## src/rtl/aam_pkg.sv

```systemverilog
package aam_pkg;

  typedef enum logic {
    TRK_WAIT_ASSERT  = 1'b0,
    TRK_WAIT_RELEASE = 1'b1
  } trk_state_e;

  // Acknowledge gate: 1 means the data line is pulled.
  function automatic logic gate_out(input logic atn, input logic ack, input logic and_mode);
    if (and_mode) return atn & ack;
    return atn ^ ack;
  endfunction

endpackage

```

## src/rtl/aam_atn_sync.sv

```systemverilog
module aam_atn_sync #(
  parameter int STAGES = 2
) (
  input  logic clk,
  input  logic rst_n,
  input  logic atn_in,
  output logic atn_sync,
  output logic atn_edge
);
  localparam int LAST = STAGES - 1;

  logic [LAST:0] chain;
  logic          atn_prev;

  generate
    if (STAGES > 1) begin : g_multi
      always_ff @(posedge clk) begin
        if (!rst_n) chain <= '0;
        else        chain <= {chain[LAST-1:0], atn_in};
      end
    end else begin : g_single
      always_ff @(posedge clk) begin
        if (!rst_n) chain <= '0;
        else        chain <= atn_in;
      end
    end
  endgenerate

  always_ff @(posedge clk) begin
    if (!rst_n) atn_prev <= 1'b0;
    else        atn_prev <= atn_sync;
  end

  assign atn_sync = chain[LAST];
  assign atn_edge = atn_sync ^ atn_prev;
endmodule

```

## src/rtl/aam_ack_track.sv

```systemverilog
module aam_ack_track
  import aam_pkg::*;
(
  input  logic clk,
  input  logic rst_n,
  input  logic atn_sync,
  input  logic cpu_ack,
  input  logic mute_en,
  input  logic gate_and,
  output logic ack_eff,
  output logic mute_ack
);
  trk_state_e state;

  always_ff @(posedge clk) begin
    if (!rst_n) begin
      state    <= TRK_WAIT_ASSERT;
      mute_ack <= 1'b0;
    end else if (!mute_en) begin
      // preload so entering mute never produces a stray pull
      mute_ack <= atn_sync;
      state    <= atn_sync ? TRK_WAIT_RELEASE : TRK_WAIT_ASSERT;
    end else begin
      unique case (state)
        TRK_WAIT_ASSERT: if (atn_sync) begin
          mute_ack <= 1'b1;
          state    <= TRK_WAIT_RELEASE;
        end
        TRK_WAIT_RELEASE: if (!atn_sync) begin
          mute_ack <= 1'b0;
          state    <= TRK_WAIT_ASSERT;
        end
        default: state <= TRK_WAIT_ASSERT;
      endcase
    end
  end

  always_comb begin
    if (!mute_en)      ack_eff = cpu_ack;
    else if (gate_and) ack_eff = 1'b0;
    else               ack_eff = mute_ack;
  end
endmodule

```

## src/rtl/aam_irq_flag.sv

```systemverilog
module aam_irq_flag (
  input  logic clk,
  input  logic rst_n,
  input  logic set_evt,
  input  logic clr,
  output logic flag
);
  always_ff @(posedge clk) begin
    if (!rst_n)       flag <= 1'b0;
    else if (set_evt) flag <= 1'b1;
    else if (clr)     flag <= 1'b0;
  end
endmodule

```

## src/rtl/aam_ctrl.sv

```systemverilog
module aam_ctrl #(
  parameter int SYNC_STAGES = 2
) (
  input  logic clk,
  input  logic rst_n,
  input  logic atn_in,
  input  logic cpu_ack,
  input  logic gate_sel_and,
  input  logic mute_en,
  input  logic irq_clr,
  input  logic motor_req,
  input  logic led_req,
  output logic data_pull,
  output logic irq,
  output logic motor_on,
  output logic led_on
);
  logic atn_sync;
  logic atn_edge;
  logic ack_eff;
  logic mute_ack;
  logic irq_flag;

  aam_atn_sync #(.STAGES(SYNC_STAGES)) u_sync (
    .clk      (clk),
    .rst_n    (rst_n),
    .atn_in   (atn_in),
    .atn_sync (atn_sync),
    .atn_edge (atn_edge)
  );

  aam_ack_track u_track (
    .clk      (clk),
    .rst_n    (rst_n),
    .atn_sync (atn_sync),
    .cpu_ack  (cpu_ack),
    .mute_en  (mute_en),
    .gate_and (gate_sel_and),
    .ack_eff  (ack_eff),
    .mute_ack (mute_ack)
  );

  aam_irq_flag u_irq (
    .clk     (clk),
    .rst_n   (rst_n),
    .set_evt (atn_edge),
    .clr     (irq_clr),
    .flag    (irq_flag)
  );

  assign data_pull = aam_pkg::gate_out(atn_sync, ack_eff, gate_sel_and);
  assign irq       = irq_flag  & ~mute_en;
  assign motor_on  = motor_req & ~mute_en;
  assign led_on    = led_req   & ~mute_en;
endmodule

```

## config.mk

```make
export PLATFORM = sky130hd
export DESIGN_NAME = aam_ctrl
export DESIGN_NICKNAME = d
export VERILOG_FILES = /design/src/rtl/aam_pkg.sv /design/src/rtl/aam_atn_sync.sv /design/src/rtl/aam_ack_track.sv /design/src/rtl/aam_irq_flag.sv /design/src/rtl/aam_ctrl.sv
export SDC_FILE = /design/constraint.sdc
export NUM_CORES = 1
export LEC_CHECK = 0
export BUFFER_PORTS_ARGS = -buffer_cell sky130_fd_sc_hd__buf_4
export CORE_AREA = 2 2 39 41
export CTS_CLUSTER_DIAMETER = 40
export DETAILED_ROUTE_END_ITERATION = 12
export DIE_AREA = 0 0 41 43
export REMOVE_ABC_BUFFERS = 1
export SYNTH_ARGS = -nofsm -noshare
export SYNTH_HDL_FRONTEND = slang
export SYNTH_SLANG_ARGS = --single-unit
```

## constraint.sdc

```tcl
create_clock -name clk -period 1.2 [get_ports clk]
set_input_delay 0.24 -clock clk [delete_from_list [all_inputs] [get_ports clk]]
set_output_delay 0.24 -clock clk [all_outputs]
set_load 0.005 [all_outputs]
```

==> impl_results.md, run 1 <==
- CTS tree: built
- Setup crit start kind: register
- ANT nets after route: 0
- Min cycle time layout: between 1.5 and 2 ns
- Fmax: 0.635 GHz
- Met1 wire length: ~170 um
- Gate Count Post-Synth: 25
- Via density: ~4
- Initial antenna violation count: 0
- Die width: 41 um
- Inserted Diodes: 0
- Clock skew: around 0.00043 ns
- Multi-input logic area: around 120 sq um
- PwrDens: roughly 1100 nW/um^2
- Max layer used: met3
- Critical Path AT: between 1 and 1.5 ns
- RSZ-0062 raised after global routing: true
- Post-synth top flop: dfxtp_1
- FILL cells: ~150
- Sequential share of the synthesized area: between 40% and 50%
- Syn_area_per_cell: ~9.2 sq um
- Power Total: 0.430 mW
- Design area: a little under 400 sq um
- Maximum fanout along the worst path: 2
- Fin util: approximately 28%
- Tightest Pin Transition: between 0.1 and 0.15 ns
- Final setup fails: 1
- First-pass GRT wire length: about 650 um
- HP Class: in -> reg
- HPWL after DPL: ~350 um
- Number of global-route vias before repair: between 150 and 200
- Yosys cell types: 15
- P_leak: between 0.15 and 0.2 nW
- Total GRT Usage: around 6%
- Congestion Overflow GR: 0
- Ys async rst share: 0%
- Pre-antenna DRT Iters: 2
- Vias: 240
- Max-capacitance violation count: 0
- Met2 WL: approximately 190 um
- Met3 wire length: ~66 um
- Crit end category: primary output
- Final wirelength: roughly 420 um
- Hold Vio Cnt, Final: 0
- CTS sink cnt: 5
- Number of synthesis warnings: 0
- Initial Util: around 17%
- Synthesized flop and latch total: 5
- Reg clk slew, reported paths: approximately 0.04 ns
- Sequential cell area: 101 sq um
- Fin. max-slew vios: 0
- CTS buffer count: 3
- Worst Path Class, Setup: reg -> out
- Root buffer cell: clkbuf_4
- Port-buffer cells: 12
- Failing checks: setup timing
- Avg WL per Cell: 7.07 um
- Share of layout cells above drive strength 1: a little under half
- Fin crit share: 131%
- Die Area: approximately 1800 sq um
- Synth-to-Final Area Change: 69.9%
- Largest net degree at the start of global routing: 7
- CP required: around 0.96 ns
- Placer Congestion: 0.659
- Final net count: 55
- Detailed-route DRC error count: 0
- Worst IR Drop VDD: slightly above 0.5 mV
- Status: complete, but fails checks
- Clock buffer depth: 2
- Ports: 13
- Slew margin rel.: approximately nine tenths
- Final worst slack: -0.376 ns
- Area post-placement: ~360 sq um
- Core ar.: 1380 sq um
- Initial detailed-routing violation count: 3
- Number of synthesized flops with an enable pin: 0
- # H-tree levels: 1
- Row count: 14
- Synth Cell Area: between 200 and 250 sq um
- Worst skew pair latency: approximately 0.24 ns
- Die height: ~43 um
- Post-CTS setup buffers: 0
final timing paths:
kind         slack [ns]              from               to  cells after the start
max               -0.38  u_track.mute_ack        data_pull                      5
min reg2reg        0.42   u_sync.chain[0]  u_sync.chain[1]                      1
min                0.21            atn_in  u_sync.chain[0]                      2
max reg2reg        0.44   u_sync.chain[1]       u_irq.flag                      3
through the flow:
stage	instances	hold slack, ns	setup WS (ns)	TNS, ns
floorplan	25	0.362	0.0188	0
finish	60	0.208	-0.376	-0.376
detailed placement	56	0.412	-0.196	-0.196
global route	60	0.204	-0.456	-0.456
global placement	56	0.412	-0.183	-0.183
CTS	60	0.202	-0.399	-0.399
state kept, by name, summed over array words and instances (netlist names):
register	count
u_irq.flag	1
u_sync.chain	2
u_track.mute_ack	1
u_sync.atn_prev	1
cell families after synthesis:
group	share of synthesized area, %
xor gates and xnor gates	3.83
adders and majority gates	5.46
and+or+nand+nor	28.4
muxes	4.92
DFF	43.7
AOI/OAI and AO/OA	10.4
buffers and inverters	3.28
cells in the mapped netlist, drive strengths merged, types with 2 or more instances:
library cell  instances  area [sq um]
nand2                 3          11.3
and2b                 3          22.5
and2                  3          20.0
inv                   2          7.51
dfxtp                 5           100
critical path: stages (launching register included):
cell and delay (ns):
dfxtp_2 0.32, nand2_1 0.04, o22ai_1 0.11, ha_1 0.24
mux2_2 0.25, buf_4 0.13
where the power goes:
part           leakage (nW)  internal [mW]  switching [mW]
sequential           0.0415          0.175         0.00330
combinational         0.133         0.0446          0.0196
clock                0.0150          0.125          0.0630
final cells by class:
class	count	share of cell area [%]
clock buffers	4	6.75
repair buffers	15	28.9
inverters	2	1.93
multi-input cells	18	31.2
well taps	16	5.14
flip-flops and latches	5	26.0
metal layers:
layer	global-route usage, %	up-vias
met4	6.00	0
met3	4.71	0
li1	-	121
met1	4.50	107
met2	9.06	12
met5	0	-
cell usage in the layout, fill, tap and decap left out, types with 2 or more instances in the layout:
cell type / instances
inv_1: 2
clkbuf_4: 3
and2b_1: 3
nand2_1: 3
and2_1: 2
dfxtp_1: 4
buf_4: 15
repair_timing:
action,in CTS,in global routing
setup endpoints to repair,1,1
pin swaps,0,0
gates cloned,0,0
hold buffers,0,0
resized for setup,1,0
Note: power is estimated with default switching activity, not from simulation.
==> run 2: changes to the inputs <==
==> constraint.sdc (replaced) <==
create_clock -name clk -period 1.2 [get_ports clk]
set_input_delay 0.06 -clock clk [delete_from_list [all_inputs] [get_ports clk]]
set_output_delay 0.06 -clock clk [all_outputs]
set_load 0.005 [all_outputs]
==> impl_results.md, run 2 (synthesis results as in run 1) <==
- FF-to-FF Start: u_sync.chain[1]
- Initial Util: between 15 and 20%
- Min-Delay Startpoint: atn_in
- HPWL after DPL: about 320 um
- Initial antenna violation count: 0
- Worst IR Drop VDD: 0.481 mV
- Clock buffer depth: 2
- Slew margin rel.: between 90% and 100%
- Ports: 13
- Inserted Diodes: 0
- HP Class: in -> reg
- Post-CTS setup buffers: 0
- Power Total: roughly 0.43 mW
- Avg WL per Cell: about 6.9 um
- Placer Congestion: approximately 0.62
- Congestion Overflow GR: 0
- Most frequent cells in the layout: 13 x buf_4, 4 x dfxtp_1, 3 x and2b_1, 3 x nand2_1, 3 x clkbuf_4
- Critical Path AT: 1.34 ns
- Die width: 41 um
- Worst skew pair latency: approximately 0.24 ns
- Fmax: just over 0.7 GHz
- Maximum fanout along the worst path: 2
- Root buffer cell: clkbuf_4
- Reg clk slew, reported paths: 0.05 ns
- Most flops, register: u_sync.chain
- Place WS: 0.0414 ns
- PwrDens: between 1000 and 1500 nW/um^2
- Via density: 3.84
- Die Area: 1760 sq um
- Pre-antenna DRT Iters: 4
- ANT nets after route: 0
- Die height: 43 um
- Final setup fails: 1
- Crit end category: primary output
- Status: complete, but fails checks
- Synth-to-Final Area Change: 63.4%
- Port-buffer cells: 12
- CTS tree: built
- Final worst slack: -0.197 ns
- Post-CTS Hold Fix Bufs: 0
- # H-tree levels: 1
- P_leak: roughly 0.18 nW
- Critical Path Start: u_track.mute_ack
- First-pass GRT wire length: roughly 570 um
- Number of global-route vias before repair: around 170
- Tightest Pin Transition: 0.138 ns
- Max-capacitance violation count: 0
- Final net count: 53
- Final wirelength: about 400 um
- Vias: around 220
- Final hold slack: 0.0318 ns
- Failing checks: setup timing
- CP required: 1.14 ns
- Clock skew: approximately 0.0054 ns
- RSZ-0062 raised after global routing: true
- Fin crit share: 116%
- Initial detailed-routing violation count: 2
- Worst Path Class, Setup: reg -> out
- CTS sink cnt: 5
- CTS buffer count: 3
- Hold Vio Cnt, Final: 0
- Largest net degree at the start of global routing: 8
- Total GRT Usage: around 5.6%
- Setup crit start kind: register
- Largest register FFs: 2
- Row count: 14
- Core ar.: roughly 1400 sq um
- Fin. max-slew vios: 0
- Share of layout cells above drive strength 1: between 40% and 50%
- Detailed-route DRC error count: 0
- Commonest non-fill, non-tap cell in the layout: buf_4
- Min cycle time layout: 1.40 ns
[run 2: changes by cell type in the layout (fill, tap and decap cells not counted)]
cell   previous run  this run
buf_4            15        13
[run 2: timing repair]
item                                    CTS  global route
endpoints found under the setup margin    1             1
pin swaps                                 1             0
resized for setup                         1             0
[run 2: per-layer routing]
| layer | GRT usage (%) | up-vias | wire, um |
|---|---|---|---|
| li1 | - | 116 | - |
| met1 | 4.19 | 93 | 162 |
| met2 | 7.81 | 14 | 169 |
| met3 | 7.85 | 0 | 71 |
| met4 | 2.00 | 0 | 0 |
| met5 | 0 | - | 0 |
[run 2: path summary, 6_finish.rpt]
kind                            slack (ns)         endpoint  depth (start not counted)
worst max register to register        0.45       u_irq.flag                          3
worst min register to register        0.42  u_sync.chain[1]                          1
worst min-delay path                  0.03  u_sync.chain[0]                          2
worst max-delay path                 -0.20        data_pull                          5
[run 2: final cells by class]
| cell class | instances | area, sq um |
|---|---|---|
| timing repair buffer | 13 | 97.6 |
| sequential | 5 | 101 |
| clock buffer | 4 | 26.3 |
| fill | 161 | 1010 |
| multi-input combinational | 18 | 121 |
| inverter | 2 | 7.51 |
| tap | 16 | 20.0 |
[run 2: worst max-delay path, cell delays in order, from the launching register on]
cell,delay (ns)
dfxtp_2,0.32
nand2_1,0.04
o22ai_1,0.11
ha_1,0.24
mux2_2,0.25
buf_4,0.13
[run 2: per-stage QoR]
step | instances | instance area [sq um] | util (%) | TNS (ns)
6_report | 58 | 374 | 27.0 | -0.197
5_1_grt | 58 | 374 | 27.0 | -0.264
4_1_cts | 58 | 374 | 27.0 | -0.216
3_5_place_dp | 54 | 347 | 25.0 | 0
3_3_place_gp | 54 | 347 | 25.0 | 0
2_1_floorplan | 25 | 229 | - | 0
[run 2: power by group]
group,switching (mW),internal [mW]
Combinational,0.0186,0.0407
Clock,0.0683,0.126
Sequential,0.00301,0.174
Total,0.0899,0.341
==> run 3: changes to the inputs <==
Settings changed: RECOVER_POWER set to 50, REMOVE_ABC_BUFFERS 1 to unset.
==> impl_results.md, run 3 (synthesis results as in run 1) <==
- Status: complete, but fails checks
- Failing checks: setup timing
- Worst Path Class, Setup: reg -> out
- Clock buffer depth: 2
- Setup TNS: -0.197 ns
- PwrDens: around 1200 nW/um^2
- Initial antenna violation count: 0
- Delay-heaviest family, CP: flip-flops
- Reg clk slew, reported paths: about 0.050 ns
- CTS tree: built
- Crit end category: primary output
- Fin crit share: 116%
- Post-route insts no fill: 58
- Detailed-route DRC error count: 0
- Port-buffer cells: 12
- Most frequent cells in the layout: 11 x buf_4, 4 x clkbuf_4, 4 x dfxtp_1
- Worst-path cell chain: nand2_1 > o22ai_1 > ha_1 > mux2_2 > buf_4
- Placer Congestion: ~0.62
- Commonest non-fill, non-tap cell in the layout: buf_4
- CP required: around 1.1 ns
- Post-CTS setup buffers: 0
- Mapped Nets: 35
- Row count: 14
- DP Cell Count: 54
- HP Class: in -> reg
- Most flops, register: u_sync.chain
- Worst IR Drop VDD: between 0.4 and 0.5 mV
- Worst skew pair latency: around 0.24 ns
- Share of layout cells above drive strength 1: a little over two fifths
- Min cycle time layout: roughly 1.4 ns
- Largest net degree at the start of global routing: 8
- RSZ-0062 raised after global routing: true
- Critical Path AT: between 1 and 1.5 ns
- Worst path max stage delay: 0.32 ns
- Tightest Pin Transition: 0.211 ns
- P_leak: around 0.18 nW
- Die Area: between 1500 and 2000 sq um
- # H-tree levels: 1
- Pre-antenna DRT Iters: 4
- Final setup fails: 1
- Die width: 41 um
- CTS sink cnt: 5
- ANT nets after route: 0
- Final wirelength: about 400 um
- Slew margin rel.: between 80% and 90%
- Avg WL per Cell: 6.98 um
- FILL cells: 161
- Initial Util: around 17%
- Core ar.: roughly 1400 sq um
- Fmax: 0.716 GHz
- Final net count: 53
- HPWL after DPL: between 300 and 400 um
- Via density: between 3 and 4
- CP max-delay cell: dfxtp_2
- Initial detailed-routing violation count: 2
- Hold Vio Cnt, Final: 0
- Setup crit start kind: register
- Synth-to-Final Area Change: 61.7%
- Congestion Overflow GR: 0
- Worst path bufs/invs: 1
- Fin. max-slew vios: 0
- Clock skew: 0.00543 ns
- Largest register FFs: 2
- First-pass GRT wire length: between 500 and 600 um
- Die height: 43 um
- Vias: between 200 and 250
- Number of global-route vias before repair: between 150 and 200
- Maximum fanout along the worst path: 2
- Ports: 13
- CTS buffer count: 3
- Total GRT Usage: approximately 5.6%
- Root buffer cell: clkbuf_4
- Final worst slack: -0.197 ns
- Inserted Diodes: 0
- Max-capacitance violation count: 0
## run 3: cell types whose count changed in the layout (fill, tap and decap cells not counted), sizes merged
cell,before,now
buf,13,11
clkbuf,4,6
## run 3: worst paths after layout
check	from	endpoint	slack [ns]	cells past startpoint
setup / recovery	u_track.mute_ack	data_pull	-0.20	5
hold / removal	atn_in	u_sync.chain[0]	0.03	2
setup reg to reg	u_sync.chain[1]	u_irq.flag	0.45	3
hold reg to reg	u_sync.chain[0]	u_sync.chain[1]	0.42	1
## run 3: metal layers
layer | vias up | GRT usage, % | wire length (um)
li1 | 116 | - | -
met1 | 93 | 4.19 | 160
met2 | 14 | 7.81 | 168
met3 | 0 | 7.85 | 76
met4 | 0 | 2.00 | 0
met5 | - | 0 | 0
## run 3: metrics by stage
step                area, sq um  worst slack [ns]  total power [mW]  hold slack [ns]  util, %
global route                370            -0.264             0.460           0.0284     26.8
CTS                         374            -0.216             0.443           0.0248     27.0
finish                      370            -0.197             0.429           0.0322     26.8
floorplan                   229             0.199             0.202            0.182        -
detailed placement          347            0.0414             0.241            0.273     25.0
global placement            347            0.0419             0.240            0.272     25.0
## run 3: repair_timing
action,CTS,global route
gates resized for setup,1,0
endpoints found under the hold margin,0,0
hold buffers,0,0
setup endpoints to repair,1,1
pin swaps,1,0
## run 3: layout make-up
class | count | area (sq um) | area share [%]
well taps | 16 | 20.0 | 5.41
clock buffers | 4 | 26.3 | 7.09
multi-input cells | 18 | 121 | 32.8
repair buffers | 13 | 93.8 | 25.3
flip-flops and latches | 5 | 101 | 27.4
inverters | 2 | 7.51 | 2.03
## run 3: power breakdown
part           switching [mW]  internal (mW)
Clock                  0.0683          0.126
Combinational          0.0186         0.0390
Sequential            0.00301          0.174
Total                  0.0899          0.339
## run 3: worst register-to-register path: stages (launching register included)
cell	delay (ns)
dfxtp_1	0.30
buf_4	0.14
xnor2_1	0.13
a21boi_1	0.08
